<file path="config.mk">
export PLATFORM = sky130hd
export DESIGN_NAME = imply_array_top
export DESIGN_NICKNAME = d
export VERILOG_FILES = /design/src/rtl/imply_pkg.sv /design/src/rtl/imply_step.sv /design/src/rtl/imply_cells.sv /design/src/rtl/imply_array_top.sv
export SDC_FILE = /design/constraint.sdc
export NUM_CORES = 1
export LEC_CHECK = 0
export BUFFER_PORTS_ARGS = -buffer_cell sky130_fd_sc_hd__buf_2
export CORE_MARGIN = 1.5
export CORE_UTILIZATION = 45
export DETAILED_ROUTE_END_ITERATION = 10
export GPL_ROUTABILITY_DRIVEN = 0
export PLACE_DENSITY = 0.65
export SLEW_MARGIN = 10
export SYNTH_ARGS = -nofsm -noshare
export SYNTH_HDL_FRONTEND = slang
export SYNTH_SLANG_ARGS = --single-unit
</file>
<file path="constraint.sdc">
create_clock -name clk -period 2.7 [get_ports clk]
set_input_delay 0.27 -clock clk [delete_from_list [all_inputs] [get_ports clk]]
set_output_delay 0.27 -clock clk [all_outputs]
set_load 0.005 [all_outputs]
</file>
<file path="src/rtl/imply_pkg.sv">
package imply_pkg;
  typedef enum logic {
    UOP_CLEAR = 1'b0,
    UOP_IMPLY = 1'b1
  } uop_e;

  function automatic logic imply_eval(input uop_e code, input logic src_v, input logic dst_v);
    return (code == UOP_IMPLY) ? (~src_v | dst_v) : 1'b0;
  endfunction
endpackage

</file>
<file path="src/rtl/imply_step.sv">
module imply_step
  import imply_pkg::*;
(
  input  uop_e code,
  input  logic src_v,
  input  logic dst_v,
  output logic res_v
);
  always_comb res_v = imply_eval(code, src_v, dst_v);
endmodule

</file>
<file path="src/rtl/imply_cells.sv">
module imply_cells
  import imply_pkg::*;
#(
  parameter int NCELLS = 16,
  localparam int IW = $clog2(NCELLS)
) (
  input  logic          clk,
  input  logic          rst,
  input  logic          ld_en,
  input  logic [IW-1:0] ld_idx,
  input  logic          ld_bit,
  input  logic          uop_valid,
  input  uop_e          uop_code,
  input  logic [IW-1:0] uop_src,
  input  logic [IW-1:0] uop_dst,
  input  logic [IW-1:0] rd_idx,
  output logic          rd_bit
);
  logic [NCELLS-1:0] cells;
  logic [NCELLS-1:0] cells_nxt;
  logic              src_v, dst_v, res_v;

  assign src_v = cells[uop_src];
  assign dst_v = cells[uop_dst];

  imply_step u_step (
    .code  (uop_code),
    .src_v (src_v),
    .dst_v (dst_v),
    .res_v (res_v)
  );

  for (genvar i = 0; i < NCELLS; i++) begin : g_cell
    logic ld_hit, op_hit;
    assign ld_hit = ld_en && (ld_idx == IW'(i));
    assign op_hit = uop_valid && (uop_dst == IW'(i));
    assign cells_nxt[i] = ld_hit ? ld_bit : (op_hit ? res_v : cells[i]);
  end

  always_ff @(posedge clk) begin
    if (rst) begin
      cells  <= '0;
      rd_bit <= 1'b0;
    end else begin
      cells  <= cells_nxt;
      rd_bit <= cells[rd_idx];
    end
  end

  // implication result on target
  p_imply_result_r1: assert property (@(posedge clk) disable iff (rst)
    (uop_valid && uop_code == UOP_IMPLY && !(ld_en && ld_idx == uop_dst))
    |=> cells[$past(uop_dst)] == (~$past(src_v) | $past(dst_v)));

  // source kept
  p_src_kept_r2: assert property (@(posedge clk) disable iff (rst)
    (uop_valid && uop_src != uop_dst && !(ld_en && ld_idx == uop_src))
    |=> cells[$past(uop_src)] == $past(src_v));

  // clear forces zero
  p_clear_zero_r3: assert property (@(posedge clk) disable iff (rst)
    (uop_valid && uop_code == UOP_CLEAR && !(ld_en && ld_idx == uop_dst))
    |=> cells[$past(uop_dst)] == 1'b0);

  // load takes effect and wins
  p_load_wins_r5: assert property (@(posedge clk) disable iff (rst)
    ld_en |=> cells[$past(ld_idx)] == $past(ld_bit));

  // registered read of old value
  p_read_old_r7: assert property (@(posedge clk) disable iff (rst)
    !$past(rst) |-> rd_bit == $past(cells[rd_idx]));

  // reset clears
  p_reset_clear_r8: assert property (@(posedge clk)
    rst |=> (cells == '0 && rd_bit == 1'b0));

  // idle keeps state
  p_idle_stable_r9: assert property (@(posedge clk) disable iff (rst)
    (!uop_valid && !ld_en) |=> $stable(cells));
endmodule

</file>
<file path="src/rtl/imply_array_top.sv">
module imply_array_top
  import imply_pkg::*;
#(
  parameter int NCELLS = 16,
  localparam int IW = $clog2(NCELLS)
) (
  input  logic          clk,
  input  logic          rst,
  input  logic          ld_en,
  input  logic [IW-1:0] ld_idx,
  input  logic          ld_bit,
  input  logic          uop_valid,
  input  logic          uop_code,
  input  logic [IW-1:0] uop_src,
  input  logic [IW-1:0] uop_dst,
  input  logic [IW-1:0] rd_idx,
  output logic          rd_bit,
  output logic          clash
);
  uop_e code_e;
  logic same_cell;

  assign code_e    = uop_e'(uop_code);
  assign same_cell = ld_en && uop_valid && (ld_idx == uop_dst);

  imply_cells #(.NCELLS(NCELLS)) u_cells (
    .clk       (clk),
    .rst       (rst),
    .ld_en     (ld_en),
    .ld_idx    (ld_idx),
    .ld_bit    (ld_bit),
    .uop_valid (uop_valid),
    .uop_code  (code_e),
    .uop_src   (uop_src),
    .uop_dst   (uop_dst),
    .rd_idx    (rd_idx),
    .rd_bit    (rd_bit)
  );

  always_ff @(posedge clk) begin
    if (rst) clash <= 1'b0;
    else     clash <= same_cell;
  end

  // clash pulse follows a same-cell conflict
  p_clash_pulse_r6: assert property (@(posedge clk) disable iff (rst)
    (ld_en && uop_valid && ld_idx == uop_dst) |=> clash);

  p_clash_quiet_r6: assert property (@(posedge clk) disable iff (rst)
    !(ld_en && uop_valid) |=> !clash);

  // clash low after reset
  p_clash_reset_r8: assert property (@(posedge clk)
    rst |=> !clash);
endmodule

</file>
== Word level (Yosys, flattened, before mapping) ==
Index checks and enable logic that the tools add are counted.
Operators by class
  order comparisons: 3
  eq/ne operators: 31
  muxes and demuxes: 39
  bitwise logic cells: 2
  reductions and logical operators: 52
Operators by type and width (count)
  equality test 4 bit, second input constant: 16
  two-way mux 1 bit: 36
  logical AND 1 bit: 34
  equality test 4 x 3 -> 1 bit, second input constant: 8
  nonzero test 2 bit: 16
  equality test 4 x 2 -> 1 bit, second input constant: 4
  < comparator 4 x 5 -> 1 bit, second input constant: 3
  binary-select mux 1 bit (select 4 bit): 3
  equality test 4 x 1 -> 1 bit, second input constant: 2
  logical NOT 4 bit: 2
  equality test 4 bit: 1
  inverter 1 bit: 1
  bitwise OR 1 bit: 1
Storage, ports and cells
  register bits after elaboration: 18
  input port bits: 22
  output and inout port bits: 2
  logic and storage cells: 145

== Depth between registers and ports, before layout ==
Gate-level depths: netlist (run 1).
  depth in word-level cells: 7
  depth in mapped cells: 7
  depth with buffers taken out: 5

== By module ==
A second synthesis (run 1) with hierarchy kept.
Unflattened totals
  cells, all modules: 169
  area, all modules: 1435.1 um2
By module, submodules not included
  imply_cells: times used 1, cells each 159, area an instance 1347.5 um2
  imply_array_top: times used 1, cells each 8, area an instance 76.3 um2
  imply_step: times used 1, cells each 2, area an instance 11.3 um2

== Worst setup path before layout (run 1) ==
No wires, ideal clock.
  kind: input-to-reg
  from: input uop_dst[1]
  to: register u_cells.cells[7]
  library setup time: 0.116 ns
  arrival: 1.626 ns
  setup slack: 0.958 ns
  stages on the path: 7
  buffers on the path: 2
  cells stage by stage: buf_6 > mux4_2 > nor2b_1 > a211oi_2 > o21ai_2 > buf_6 > a31o_1
On the way
  longest elaborated chain between the ends: 6
Ends and longest elaborated chain
  from (decl): line imply_array_top.sv:15  | input logic [IW-1:0] uop_dst,
  binary-select mux 1 bit (select 4 bit): line imply_cells.sv:24  | assign dst_v = cells[uop_dst];
  two-way mux 1 bit (implied by the code): line imply_cells.sv:24
  bitwise OR 1 bit: line imply_pkg.sv:8  | return (code == UOP_IMPLY) ? (~src_v | dst_v) : 1'b0;
  two-way mux 1 bit: line imply_pkg.sv:8
  two-way mux 1 bit (2 in series): line imply_cells.sv:37  | assign cells_nxt[i] = ld_hit ? ld_bit : (op_hit ? res_v : cells[i]);
  to (signal assigned): line imply_cells.sv:45  | cells <= cells_nxt;
  to (decl): line imply_cells.sv:19  | logic [NCELLS-1:0] cells;
Parallel ways exist; a longest one is shown, timed or not. The select of a mux whose other input is x is not followed.
A chain may end at the register's enable or synchronous reset.

== Worst setup path after layout (run 1) ==
  from: register u_cells.cells[5]
  to: register u_cells.cells[10]
On the way
  longest elaborated chain between the ends: 7
Ends and longest elaborated chain
  binary-select mux 1 bit (select 4 bit): line imply_cells.sv:23  | assign src_v = cells[uop_src];
  two-way mux 1 bit (implied by the code): line imply_cells.sv:23
  inverter 1 bit: line imply_pkg.sv:8
  bitwise OR 1 bit *: line imply_pkg.sv:8
  two-way mux 1 bit *: line imply_pkg.sv:8
  two-way mux 1 bit * (2 in series): line imply_cells.sv:37
Mark *: on every way between the ends. The rest lies on a longest branch, timed or not. The select of a mux whose other input is x is not followed.

==> results of run 1 <==
cell usage in the layout (no fill, tap or decap), types with 2 or more instances in the layout:
cell type   n
nor2b_1     7
and2_1      3
and3_1      3
o21ai_0    11
a31o_1     11
a21oi_1    16
dfxtp_1    18
o221ai_1    7
nor3_1      2
nand4b_1    3
buf_2      23
nand2_1    12
nand2b_1    6
mux4_2     13
o211ai_1    2
xnor2_1     3
a32o_1      4
nor2_1     21
clkbuf_4    3
nand3_1     9
mux2i_1     4
a31oi_1     4
nand4_1     3
or2_1       4
worst register-to-register path: cells and delay by family, from the launching register on:
family / cells / cell delay (ps)
flops: 1 / 470
compound gates: 2 / 880
simple gates: 1 / 180
mux: 2 / 330
cells by family (layout without fill, tap and decap cells):
| group | after synthesis | after routing | share of synthesized area (%) |
|---|---|---|---|
| xor gates and xnor gates | 4 | 4 | 2.17 |
| DFF | 18 | 18 | 22.3 |
| and+or+nand+nor | 76 | 76 | 24.1 |
| buffers and inverters | 15 | 27 | 4.41 |
| AOI/OAI and AO/OA | 61 | 61 | 26.5 |
| muxes | 17 | 17 | 20.6 |
per-layer routing:
metal	vias to the layer above	global-route usage, %	part of all wire (%)	wire, µm
met4	0	8.89	2.1	104
met5	-	0	0	0
li1	770	-	-	-
met1	780	35.4	41	2000
met2	125	42.2	47	2300
met3	13	3.60	9.9	486
per-stage QoR:
step           setup slack, ps  util, %  cell area, µm²  cells
2_1_floorplan              958        -            1620    191
3_3_place_gp               726     50.7            1720    245
3_5_place_dp               652     50.7            1720    245
4_1_cts                    831     51.8            1750    249
5_1_grt                    694     51.8            1750    249
6_report                   796     51.8            1750    249
power groups by stage:
stage / registers, mW / logic, mW / clock network, mW
after floorplan: 0.282 / 0.0999 / 0
after global placement: 0.287 / 0.138 / 0
after detailed placement: 0.287 / 0.140 / 0
after CTS: 0.281 / 0.141 / 0.178
after global routing: 0.282 / 0.158 / 0.187
final: 0.282 / 0.144 / 0.177
cell usage after synthesis:
cell | number | area share (%)
nor2_1 | 21 | 4.9
dfxtp_1 | 18 | 22
a21oi_1 | 16 | 5.0
mux4_2 | 13 | 18
clkbuf_1 | 12 | 2.8
nand2_1 | 12 | 2.8
a31o_1 | 11 | 6.0
o21ai_0 | 11 | 3.4
nand3_1 | 9 | 2.8
nor2b_1 | 7 | 2.7
o221ai_1 | 7 | 3.8
nand2b_1 | 6 | 2.3
a31oi_1 | 4 | 1.5
a32o_1 | 4 | 2.5
mux2i_1 | 4 | 2.5
or2_1 | 4 | 1.5
and2_1 | 3 | 1.2
and3_1 | 3 | 1.2
nand4_1 | 3 | 1.2
nand4b_1 | 3 | 1.6
xnor2_1 | 3 | 1.6
buf_6 | 2 | 1.4
nor3_1 | 2 | 0.62
o211ai_1 | 2 | 0.93
a2111oi_0 | 1 | 0.54
a211oi_1 | 1 | 0.46
a211oi_2 | 1 | 0.77
a221oi_1 | 1 | 0.54
buf_1 | 1 | 0.23
nor4_1 | 1 | 0.39
o21ai_2 | 1 | 0.54
o2bb2ai_1 | 1 | 0.54
or3_1 | 1 | 0.39
or3b_2 | 1 | 0.54
xor2_1 | 1 | 0.54
area by class of cell:
type | count | area, µm²
Clock buffer | 4 | 36.3
Fill cell | 317 | 1640
Tap cell | 46 | 57.6
Sequential cell | 18 | 360
Timing Repair Buffer | 23 | 115
Multi-Input combinational cell | 158 | 1180
flip-flops by register name, indices dropped and copies added (netlist names):
signal          count
u_cells.cells      16
u_cells.rd_bit      1
clash               1
worst max path at each step:
stage / start / endpoint / slack, ps / cells after the start
3_3_place_gp: uop_dst[1] / u_cells.cells[0]$_SDFFE_PP0P_ / 730 / 6
3_5_place_dp: uop_dst[1] / u_cells.cells[10]$_SDFFE_PP0P_ / 650 / 6
5_1_grt: u_cells.cells[5]$_SDFFE_PP0P_ / u_cells.cells[11]$_SDFFE_PP0P_ / 690 / 5
2_1_floorplan: uop_dst[1] / u_cells.cells[7]$_SDFFE_PP0P_ / 960 / 7
6_report: u_cells.cells[5]$_SDFFE_PP0P_ / u_cells.cells[10]$_SDFFE_PP0P_ / 800 / 5
4_1_cts: u_cells.cells[3]$_SDFFE_PP0P_ / u_cells.cells[10]$_SDFFE_PP0P_ / 830 / 5
==> results.json, run 1 <==
{
  "setup_tns_ps": 0,
  "critPathMaxStageDelay_ps": 590,
  "wl_mm": 4.89,
  "grt_first_pass_wirelength_mm": 8.11,
  "synth_warnings": 0,
  "cp.arrival_ps": 2150,
  "antenna_found_initial": 0,
  "switching_share_pct": 31.7,
  "rsz0062_at_grt": "false",
  "grt_pass1_vias": 1633,
  "ctsHtreeMaxLevel": 1,
  "hold_path_class": "in -> reg",
  "cts_setup_buffers": 0,
  "holdPathStages": 3,
  "holdPathEnd": "clash$_SDFF_PP0_",
  "cts_hold_buf": 0,
  "tightest_slew_ps": 728,
  "finClkSkew_ps": 9.55,
  "drc": 0,
  "ys_types": 35,
  "cts_tree": "built",
  "cts_sinks": 18,
  "fp.dieArea_mm2": 0.00396,
  "drt_iter0_drc": 148,
  "synth-seq-cells": 18,
  "max_freq_mhz": 525,
  "die_y_um": 62.9,
  "cts_resized": 0,
  "r2r-start": "u_cells.cells[5]$_SDFFE_PP0P_",
  "core_mm2": 0.00339,
  "ff2ff_setup_slack_ps": 800,
  "worst_hold_slack_ps": 224,
  "slowest_stage": "o21ai_2",
  "cp_top_family": "compound AO/OA/AOI/OAI gates",
  "mappedNetlistArea_mm2": 0.00162,
  "track_usage_pct": 26.0,
  "cts_made_buffers": 3,
  "combPwrFrac_pct": 23.9,
  "port-buffer-count": 23,
  "worst_skew_pair.late_latency_ps": 310,
  "layout-drive-gt1-share_pct": 21.2,
  "clock_path_buffers": 2,
  "io_pins": 24,
  "fp-row-count": 21,
  "crit_required_ps": 2950,
  "crit_type": "reg -> reg",
  "power.leakage_nw": 0.603,
  "power_mw": 0.603,
  "end_kind": "register",
  "cellPowerDensity_mw_per_mm2": 344,
  "place_hpwl_mm": 3.66,
  "crit_chain": "mux4_2 > mux2i_1 > and2_1 > o21ai_2 > a32o_1",
  "switching_power_mw": 0.191,
  "synth_seq_area_share_pct": 22.3,
  "synth_fp_nets": 213,
  "min-delay-start": "uop_valid",
  "start_util_pct": 47.7,
  "finalCritPeriodShare_pct": 70.5,
  "grt_max_degree": 21,
  "status": "completed",
  "routedWlPerCell_um": 19.6,
  "areaGrowthSynthToFinish_pct": 8.51,
  "fin_nets": 226,
  "via_count": 1688,
  "slew_viol_final": 0,
  "viasPerCell": 6.78,
  "hold_viol_final": 0,
  "maxSlewHeadroom_pct": 51.4,
  "syn_area_per_cell_um2": 8.46,
  "worst-path-buf-inv": 0,
  "gr-total-overflow": 0,
  "antenna_left": 0,
  "intPower_mw": 0.412,
  "clkTransAtPathRegs_ps": 120,
  "chipWidth_um": 62.9,
  "reg2reg_to": "u_cells.cells[10]$_SDFFE_PP0P_",
  "fin_crit_ps": 1900,
  "drv_cap": 0,
  "synthCells": 191,
  "clkPwrFrac_pct": 29.4,
  "ir_drop_mv": 0.156,
  "ff2ff_path_depth": 5,
  "cts_root_buf": "clkbuf_4",
  "seqPwrFrac_pct": 46.8,
  "drt-pass1-iter-count": 5,
  "start_kind": "register",
  "num_antenna_cells": 0,
  "critPathMaxFanout": 16,
  "setup_viol": 0
}
(Power assumes the default switching activity.)
==> inputs of run 2 (changes only) <==
==> constraint.sdc (replaced) <==
create_clock -name clk -period 1.8 [get_ports clk]
set_input_delay 0.18 -clock clk [delete_from_list [all_inputs] [get_ports clk]]
set_output_delay 0.18 -clock clk [all_outputs]
set_load 0.005 [all_outputs]
==> run 2 against run 1 <==
Compared with the run above:
- global-route usage rose by 0.85 points
- critical path depth rose by 1
- sequential share of layout area fell by 1.4 points
- cell area rose by 7.2%
- clock power rose by 49%
- count of clock-buffer cells in the layout did not move
- die area did not move
- worst hold slack got worse by 95 ps
- worst setup slack got worse by 750 ps
- combinational power rose by 72%
- power rose by 54%
- routed wire length rose by 6.5%
- largest cell class unchanged
- largest power group unchanged
==> results.json, run 2 (synthesized netlist as in run 1, its figures left out) <==
{
  "status": "completed",
  "antenna_found_initial": 0,
  "largest_reg_flops": 16,
  "cellPowerDensity_mw_per_mm2": 494,
  "final_util_pct": 55.5,
  "layout_common_cells": "buf_2, nor2_1, dfxtp_1, a21oi_1",
  "ctsHtreeMaxLevel": 1,
  "drt-pass1-iter-count": 5,
  "place_area_mm2": 0.00181,
  "grt_max_degree": 17,
  "end_kind": "register",
  "crit_chain": "mux4_2 > nor2b_1 > a211oi_2 > buf_4 > o21ai_4 > a32o_1",
  "cts_tree": "built",
  "cp.arrival_ps": 1950,
  "finalCritPeriodShare_pct": 97.4,
  "crit_required_ps": 2000,
  "port-buffer-count": 23,
  "antenna_left": 0,
  "final_common_cell": "buf_2",
  "drt_iter0_drc": 186,
  "drv_cap": 0,
  "slowest_stage": "mux4_2",
  "critPathMaxFanout": 8,
  "via_count": 1743,
  "final_cell_count_no_fill": 263,
  "routedWlPerCell_um": 19.8,
  "seq_area_um2": 360,
  "core_mm2": 0.00339,
  "viasPerCell": 6.63,
  "areaGrowthSynthToFinish_pct": 16.3,
  "top_regs": "u_cells.cells x16, clash x1, u_cells.rd_bit x1",
  "rsz0062_at_grt": "false",
  "hold_path_class": "in -> reg",
  "fin_crit_ps": 1750,
  "wl_mm": 5.21,
  "gr-total-overflow": 0,
  "finClkSkew_ps": 5.30,
  "layout-drive-gt1-share_pct": 27.2,
  "grt_pass1_vias": 1680,
  "start_kind": "register",
  "final_area_mm2": 0.00188,
  "drc": 0,
  "crit_type": "reg -> reg",
  "setup_viol": 0,
  "start_util_pct": 47.7,
  "die_y_um": 62.9,
  "fp-row-count": 21,
  "max_freq_mhz": 570,
  "cts_root_buf": "clkbuf_4",
  "fin_nets": 240,
  "clock_path_buffers": 2,
  "top_register": "u_cells.cells",
  "maxSlewHeadroom_pct": 72.4,
  "worst_skew_pair.late_latency_ps": 300,
  "track_usage_pct": 26.8,
  "chipWidth_um": 62.9,
  "clkTransAtPathRegs_ps": 120,
  "tightest_slew_ps": 406,
  "io_pins": 24,
  "dpl.cell_count": 257,
  "multi_input_comb_area_mm2": 0.00121,
  "ir_drop_mv": 0.285,
  "cts_sinks": 18,
  "slew_viol_final": 0,
  "place_hpwl_mm": 3.99,
  "hold_viol_final": 0,
  "power.leakage_nw": 0.671,
  "setup_tns_ps": 0,
  "cts_made_buffers": 3,
  "nFillCells": 318,
  "fp.dieArea_mm2": 0.00396,
  "num_antenna_cells": 0,
  "grt_first_pass_wirelength_mm": 8.31,
  "critPathMaxStageDelay_ps": 470
}
[run 2: changes by cell type in the layout (fill, tap and decap cells not counted)]
cell     previous run  this run
and2_2              0         1
mux2i_2             0         1
buf_4               0        13
o21ai_2             1         0
o21ai_4             0         2
and2_1              3         2
mux2i_1             4         3
[run 2: worst paths after layout]
| check | startpoint | slack (ps) | to | depth (start not counted) |
|---|---|---|---|---|
| max | u_cells.cells[3]$_SDFFE_PP0P_ | 50 | u_cells.cells[11]$_SDFFE_PP0P_ | 6 |
| min | uop_valid | 130 | clash$_SDFF_PP0_ | 3 |
| max reg2reg | u_cells.cells[3]$_SDFFE_PP0P_ | 50 | u_cells.cells[11]$_SDFFE_PP0P_ | 6 |
| min reg2reg | u_cells.cells[15]$_SDFFE_PP0P_ | 730 | u_cells.cells[15]$_SDFFE_PP0P_ | 3 |
[run 2: what timing repair did]
action / CTS / global route
pin swaps: 0 / 2
hold endpoints to repair: 0 / 0
buffers inserted: 0 / 1
setup endpoints to repair: 9 / 12
gates resized for setup: 1 / 3
gates cloned: 0 / 1
hold buffers: 0 / 0
[run 2: per-layer routing]
layer	share of wire [%]	global-route usage, %
met5	0	0
met4	0.88	6.94
met3	9.9	1.80
met2	49	47.2
met1	40	35.6
[run 2: report_power, final]
| part | leakage (nW) | internal, mW | switching [mW] |
|---|---|---|---|
| Combinational | 0.505 | 0.102 | 0.145 |
| Sequential | 0.146 | 0.409 | 0.0113 |
| Clock | 0.0210 | 0.123 | 0.139 |
[run 2: worst max-delay path: cells and delay by family (launching register included)]
kind	cells	cell delay [ps]
AO/OA/AOI/OAI	3	500
buffers and inverters	1	170
flip-flops	1	360
multiplexers	1	470
AND/OR/NAND/NOR	1	150
[run 2: final cells by class]
type | instances | area share (%)
Multi-Input combinational cell | 159 | 64.5
Clock buffer | 4 | 1.93
Tap cell | 46 | 3.06
Timing Repair Buffer | 36 | 11.3
Sequential cell | 18 | 19.2
[run 2: per-stage QoR]
step	setup WS, ps	hold slack, ps	power [mW]
after floorplan	148	299	0.574
after global placement	-24.5	453	0.653
after detailed placement	-63.5	447	0.659
after CTS	5.06	114	0.924
after global routing	14.5	127	0.969
final	47.0	128	0.930
